===== src/rtl/cla_pkg.sv =====
package cla_pkg;
  // Widest span one lookahead unit may cover.
  localparam int unsigned CLA_MAX_SPAN = 16;
  typedef logic [CLA_MAX_SPAN-1:0] cla_vec_t;

  // Flattened sum-of-products carry into position hi+1: every term reads
  // g, p and c0 directly; no term depends on another carry.
  function automatic logic cla_sop(input cla_vec_t g, input cla_vec_t p,
                                   input logic c0, input int unsigned hi,
                                   input logic use_c0);
    logic acc;
    logic term;
    acc = 1'b0;
    for (int unsigned j = 0; j < CLA_MAX_SPAN; j++) begin
      if (j <= hi) begin
        term = g[j];
        for (int unsigned k = 0; k < CLA_MAX_SPAN; k++)
          if (k > j && k <= hi) term = term & p[k];
        acc = acc | term;
      end
    end
    term = c0 & use_c0;
    for (int unsigned k = 0; k < CLA_MAX_SPAN; k++)
      if (k <= hi) term = term & p[k];
    return acc | term;
  endfunction
endpackage


===== src/rtl/cla_gp_unit.sv =====
module cla_gp_unit #(
  parameter int unsigned WIDTH = 16
) (
  input  logic [WIDTH-1:0] x_in,
  input  logic [WIDTH-1:0] y_in,
  output logic [WIDTH-1:0] gen_o,
  output logic [WIDTH-1:0] prop_o
);
  assign gen_o  = x_in & y_in;
  assign prop_o = x_in ^ y_in;   // XOR form, shared with the sum stage
endmodule


===== src/rtl/cla_carry_unit.sv =====
module cla_carry_unit #(
  parameter int unsigned SPAN = 4
) (
  input  logic [SPAN-1:0] gen_i,
  input  logic [SPAN-1:0] prop_i,
  input  logic            c0_i,
  output logic [SPAN:1]   carry_o
);
  import cla_pkg::*;
  cla_vec_t g_ext, p_ext;

  always_comb begin
    g_ext = '0;
    p_ext = '0;
    g_ext[SPAN-1:0] = gen_i;
    p_ext[SPAN-1:0] = prop_i;
  end

  for (genvar i = 0; i < SPAN; i++) begin : g_carry
    assign carry_o[i+1] = cla_sop(g_ext, p_ext, c0_i, i, 1'b1);
  end
endmodule


===== src/rtl/cla_block_unit.sv =====
module cla_block_unit #(
  parameter int unsigned SPAN = 4
) (
  input  logic [SPAN-1:0] gen_i,
  input  logic [SPAN-1:0] prop_i,
  input  logic            c0_i,
  output logic [SPAN-1:1] carry_o,
  output logic            blk_gen_o,
  output logic            blk_prop_o
);
  import cla_pkg::*;
  cla_vec_t g_ext, p_ext;

  always_comb begin
    g_ext = '0;
    p_ext = '0;
    g_ext[SPAN-1:0] = gen_i;
    p_ext[SPAN-1:0] = prop_i;
  end

  for (genvar i = 0; i < SPAN-1; i++) begin : g_inner
    assign carry_o[i+1] = cla_sop(g_ext, p_ext, c0_i, i, 1'b1);
  end

  // Block terms exclude the block's own carry input.
  assign blk_gen_o  = cla_sop(g_ext, p_ext, 1'b0, SPAN-1, 1'b0);
  assign blk_prop_o = &prop_i;
endmodule


===== src/rtl/cla_sum_unit.sv =====
module cla_sum_unit #(
  parameter int unsigned WIDTH = 16
) (
  input  logic [WIDTH-1:0] prop_i,
  input  logic [WIDTH-1:0] carry_i,
  output logic [WIDTH-1:0] sum_o
);
  assign sum_o = prop_i ^ carry_i;
endmodule


===== src/rtl/cla_adder2.sv =====
module cla_adder2 #(
  parameter int unsigned WIDTH = 16,
  parameter int unsigned BLK   = 4
) (
  input  logic [WIDTH-1:0] x_in,
  input  logic [WIDTH-1:0] y_in,
  input  logic             c_in,
  output logic [WIDTH-1:0] sum_o,
  output logic             c_out
);
  localparam int unsigned NBLK = WIDTH / BLK;

  logic [WIDTH-1:0] gen_v, prop_v;
  logic [WIDTH:0]   carry_v;   // carry_v[i] feeds sum bit i

  cla_gp_unit #(.WIDTH(WIDTH)) u_gp (
    .x_in(x_in), .y_in(y_in), .gen_o(gen_v), .prop_o(prop_v)
  );

  assign carry_v[0] = c_in;

  if (NBLK == 1) begin : g_single
    // One lookahead unit covers the whole word.
    cla_carry_unit #(.SPAN(WIDTH)) u_cu (
      .gen_i(gen_v), .prop_i(prop_v), .c0_i(c_in), .carry_o(carry_v[WIDTH:1])
    );
  end else begin : g_two
    logic [NBLK-1:0] bg_v, bp_v;
    logic [NBLK:1]   bc_v;

    for (genvar b = 0; b < NBLK; b++) begin : g_blk
      cla_block_unit #(.SPAN(BLK)) u_blk (
        .gen_i     (gen_v[b*BLK +: BLK]),
        .prop_i    (prop_v[b*BLK +: BLK]),
        .c0_i      (carry_v[b*BLK]),
        .carry_o   (carry_v[b*BLK+BLK-1 : b*BLK+1]),
        .blk_gen_o (bg_v[b]),
        .blk_prop_o(bp_v[b])
      );
      assign carry_v[(b+1)*BLK] = bc_v[b+1];
    end

    // Second level: block carry inputs and the final carry.
    cla_carry_unit #(.SPAN(NBLK)) u_top (
      .gen_i(bg_v), .prop_i(bp_v), .c0_i(c_in), .carry_o(bc_v)
    );
  end

  cla_sum_unit #(.WIDTH(WIDTH)) u_sum (
    .prop_i(prop_v), .carry_i(carry_v[WIDTH-1:0]), .sum_o(sum_o)
  );

  assign c_out = carry_v[WIDTH];
endmodule


===== config.mk =====
export PLATFORM = sky130hd
export DESIGN_NAME = cla_adder2
export DESIGN_NICKNAME = d
export VERILOG_FILES = /design/src/rtl/cla_pkg.sv /design/src/rtl/cla_gp_unit.sv /design/src/rtl/cla_carry_unit.sv /design/src/rtl/cla_block_unit.sv /design/src/rtl/cla_sum_unit.sv /design/src/rtl/cla_adder2.sv
export SDC_FILE = /design/constraint.sdc
export NUM_CORES = 1
export LEC_CHECK = 0
export BUFFER_PORTS_ARGS = -buffer_cell sky130_fd_sc_hd__buf_2
export CAP_MARGIN = 20
export CORE_MARGIN = 2
export CORE_UTILIZATION = 43
export DETAILED_ROUTE_END_ITERATION = 16
export PLACE_DENSITY_LB_ADDON = 0.12
export SYNTH_ARGS = -nofsm -noshare
export SYNTH_HDL_FRONTEND = slang
export SYNTH_SLANG_ARGS = --single-unit

===== constraint.sdc =====
create_clock -name vclk -period 3.2
set_input_delay 0.32 -clock vclk [all_inputs]
set_output_delay 0.32 -clock vclk [all_outputs]
set_load 0.02 [all_outputs]

# --- Word level (Yosys, flattened, before mapping) ---
# Cells that the tools add are included.
totals:
  reg_bits: 0
  input_bits: 33
  output_inout_bits: 17
  word_cells: 99
classes:
  bitwise_logic: 95
  reduce_logical: 4
op_table:
  columns: ["cell", "count"]
  rows:
  - ["$and 1x1->1", 46]
  - ["$or 1x1->1", 46]
  - ["$xor 16x16->16", 2]
  - ["$and 16x16->16", 1]
  - ["$reduce_and 4->1", 4]

# --- Longest topological paths before layout ---
depth:
  ltp_word: 17
  mapped_depth: 10
  mapped_depth_nobuf: 10

# --- Hierarchy ---
# Synthesis repeated with hierarchy kept, for this count alone.
hier_totals:
  cells_unflattened: 77
  hier_area_um2: 609.3
modules_own_cells:
  columns: ["mod", "n_inst", "cells_per_inst", "area_per_inst_um2", "seq_area_each_um2"]
  rows:
  - ["cla_block_unit", 4, 10, 57.6, 0.0]
  - ["cla_gp_unit", 1, 16, 200.2, 0.0]
  - ["cla_sum_unit", 1, 16, 140.1, 0.0]
  - ["cla_carry_unit", 1, 5, 38.8, 0.0]

# --- Least setup slack after synthesis ---
# Ideal clock, no wire load.
synth_timing:
  kind: "input -> output"
  from: "input port x_in[0]"
  to: "output port sum_o[15]"
  t_arrival_ns: 2.287
  required_ns: 2.880
  path_slack_ns: 0.593
  stages: 10
  path_buffers: 0
  cell_sequence: "ha_1 a211oi_1 o21ai_2 a211oi_2 o21bai_1 ha_1 o21a_1 o21a_1 nor2_1 xnor2_1"
synth_via:
  elab_chain_len: 17
  elab_cells_between_ends: 22
  classes_between: "21 x bitwise; 1 x reduce/logical"
synth_rtl:
  columns: ["item", "line_no", "source"]
  rows:
  - ["from (decl)", "cla_adder2.sv:5", "input logic [WIDTH-1:0] x_in,"]
  - ["$and 16x16->16", "cla_gp_unit.sv:9", "assign gen_o = x_in & y_in;"]
  - ["$and 1x1->1 (3 in series)", "cla_pkg.sv:18", "if (k > j && k <= hi) term = term & p[k];"]
  - ["$or 1x1->1 (3 in series)", "cla_pkg.sv:19", "acc = acc | term;"]
  - ["$and 1x1->1 (2 in series)", "cla_pkg.sv:18", null]
  - ["$or 1x1->1 (2 in series)", "cla_pkg.sv:19", null]
  - ["$or 1x1->1 *", "cla_pkg.sv:25", "return acc | term;"]
  - ["$and 1x1->1 * (3 in series)", "cla_pkg.sv:24", "if (k <= hi) term = term & p[k];"]
  - ["$or 1x1->1 *", "cla_pkg.sv:25", null]
  - ["$xor 16x16->16 *", "cla_sum_unit.sv:8", "assign sum_o = prop_i ^ carry_i;"]
  - ["to (decl)", "cla_adder2.sv:8", "output logic [WIDTH-1:0] sum_o,"]
# Mark *: on every way between the ends. The rest lies on a longest branch, timed or not.

# --- Final worst setup path ---
# Ends and elaborated chain as after synthesis.

==> impl_metrics.json <==
{
  "status": "finished, final reports clean",
  "firstDrtPassIters": 2,
  "fin_cells": 144,
  "slew_headroom_pct": 78.47,
  "hold_viol": 0,
  "pre_cts_ws_ns": 0.2868,
  "p_switching_uw": 137.6,
  "yosysUniqueCellTypes": 24,
  "grt_pass1_wl_mm": 2.435,
  "fin_crit_sh_pct": 90.85,
  "syn_area_per_cell_um2": 8.823,
  "yosys.area_share.simple_pct": 13.09,
  "via_per_inst": 5.181,
  "dieArea_mm2": 0.001936,
  "syn2layout_area_growth_pct": 39.27,
  "ys_top_cells_by_area": "ha_1 36%, fa_1 12%, o21a_1 8.7%",
  "total_leakage_power_uw": 0.0005220,
  "crit_chain": "buf_2 > ha_1 > a211oi_1 > o21ai_2 > a211oi_2 > o21bai_1 > ha_1 > o21a_1 > o21a_1 > nor2_1 > xnor2_1 > buf_2",
  "grtUsageTotal_pct": 15.28,
  "placed_area_um2": 958.4,
  "drc": 0,
  "cts_setup_buffers": 0,
  "syn_area_um2": 688.2,
  "synth_compound_area_share_pct": 26.00,
  "die_y_um": 44.01,
  "synthAdderAreaFrac_pct": 48.00,
  "fin_nets": 187,
  "peakVddDrop_mv": 0.1230,
  "synth_top_area_cell": "ha_1",
  "critPathMaxStageDelay_ns": 0.30,
  "drv_cap": 0,
  "antenna_found_initial": 0,
  "grt_max_degree": 6,
  "fin_ws_ns": 0.2927,
  "ys_warn_count": 0,
  "critPathCaptureType": "output pin",
  "synth_top_area_share_pct": 36.36,
  "regArea_um2": 0,
  "gr-total-overflow": 0,
  "crit_type": "primary input to output pin",
  "crit_fanout": 3,
  "switching_share_pct": 58.19,
  "drive_gt1_share_pct": 42.97,
  "tightest_slew_ns": 0.3195,
  "seq_cells": 0,
  "synth.mux.area_fraction_pct": 0,
  "post_cts_resize_count": 0,
  "wire_per_inst_um": 10.42,
  "design_area_um2": 958.4,
  "hold_depth": 3,
  "ys_seq_area_share_pct": 0,
  "synthesis.nets": 135,
  "topRoutingLayerUsed": "met3",
  "ioPinCount": 50,
  "synth_top_family_by_area": "adder cells",
  "grt_pass1_vias": 666,
  "final_core_util_pct": 63.62,
  "dr_wl_met3_um": 118,
  "power_frac_clock_pct": 0,
  "fmax_ghz": 0.3440,
  "worst-path-stages": 12,
  "start_util_pct": 45.68,
  "critPathBufInv": 2,
  "dp.cells": 144,
  "die_w_um": 44.01,
  "powerDensity_mw_per_mm2": 246.8,
  "min-delay-start": "y_in[8]",
  "hold_path_end": "sum_o[8]",
  "vias": 746,
  "combPwrFrac_pct": 100.0,
  "synth_xor_area_share_pct": 10.18,
  "dp_hpwl_mm": 1.411,
  "hold_class": "primary input to output pin",
  "drt-met1-wl_um": 582,
  "port-buffer-count": 50,
  "cp-start-kind": "primary input",
  "setup_violations": 0,
  "dr_wl_met2_um": 801,
  "min_period_ns": 2.907,
  "routabilityCongestion": 0.7296,
  "core_area_mm2": 0.001506,
  "drtIter0Drc": 2,
  "cp_slowest_cell": "ha_1",
  "drv_slew": 0,
  "cp_data_arrival_time_ns": 2.59,
  "grt_setup_unrepaired": "false",
  "antennaDiodeCount": 0,
  "synthCells": 78,
  "fin_tns_setup_ns": 0,
  "power_frac_seq_pct": 0,
  "cp.required_ns": 2.88,
  "crit_family": "compound AO/OA/AOI/OAI gates",
  "wl_mm": 1.501,
  "p_int_uw": 98.87,
  "ant_nets": 0,
  "cts_hold_buf": 0,
  "clock_buffers": 0,
  "fp-row-count": 14
}
==> tightest hold or removal path: stages <==
cell   delay [ns]
buf_2        0.10
fa_1         0.15
buf_2        0.15
==> cells by family after synthesis <==
logic type,after synthesis
AO/OA/AOI/OAI,23
XOR/XNOR,8
adder cells (fa/ha/maj),24
buffers and inverters,5
AND/OR/NAND/NOR,18
==> power by group through the flow <==
stage	logic, uW	clock network [uW]	registers [uW]
6_report	236	0	0
5_1_grt	261	0	0
4_1_cts	240	0	0
3_5_place_dp	238	0	0
3_3_place_gp	235	0	0
2_1_floorplan	166	0	0
==> synth_stat cells, drive strengths merged <==
cell type,number
ha,20
nor2,8
o21a,8
inv,5
xnor2,5
a21oi,4
fa,4
nor3,4
xor2,3
a211oi,2
a21o,2
and4,2
nand4,2
o21ai,2
a21boi,1
a221oi,1
nand2,1
nand3,1
o211ai,1
o21bai,1
o31ai,1
==> how the worst max path moves through the flow <==
stage          startpoint        end
2_1_floorplan     x_in[0]  sum_o[15]
3_3_place_gp      x_in[0]  sum_o[15]
3_5_place_dp      x_in[0]  sum_o[15]
4_1_cts           x_in[0]  sum_o[15]
5_1_grt           x_in[0]  sum_o[15]
6_report          x_in[0]  sum_o[15]
==> placed cells by master, fill, tap and decap left out <==
master,Yosys,final
xor2_1,3,3
o211ai_1,1,1
o21a_1,8,8
nand3_1,1,1
xnor2_1,5,5
o21ai_0,1,1
o21bai_1,1,1
inv_1,5,5
a21oi_1,4,4
a211oi_2,1,1
buf_2,0,50
nor3_1,4,4
fa_1,4,4
and4_2,1,1
a221oi_2,1,1
nand2_1,1,1
nor2_1,8,8
nand4_1,2,2
ha_1,20,20
a21o_1,2,2
a211oi_1,1,1
and4_1,1,1
o21ai_2,1,1
o31ai_2,1,1
a21boi_0,1,1
==> metrics by stage <==
step / total power, uW / hold WS, ns
floorplan: 166.4 / 0.8961
global placement: 235.0 / 1.038
detailed placement: 238.5 / 1.041
CTS: 240.0 / 1.041
global route: 261.5 / 1.067
finish: 236.5 / 1.039
==> metal layers <==
metal  up-vias  GRT usage, %
li1        392             -
met1       326         17.34
met2        28         31.76
met3         0         1.250
met4         0             0
met5         -             0
==> area by class of cell <==
type,count,area [um^2]
Multi-Input combinational cell,73,669.4
Fill cell,146,548.0
Timing Repair Buffer,50,250.2
Tap cell,16,20.02
Inverter,5,18.77
Power figures use the tool's default switching activity.
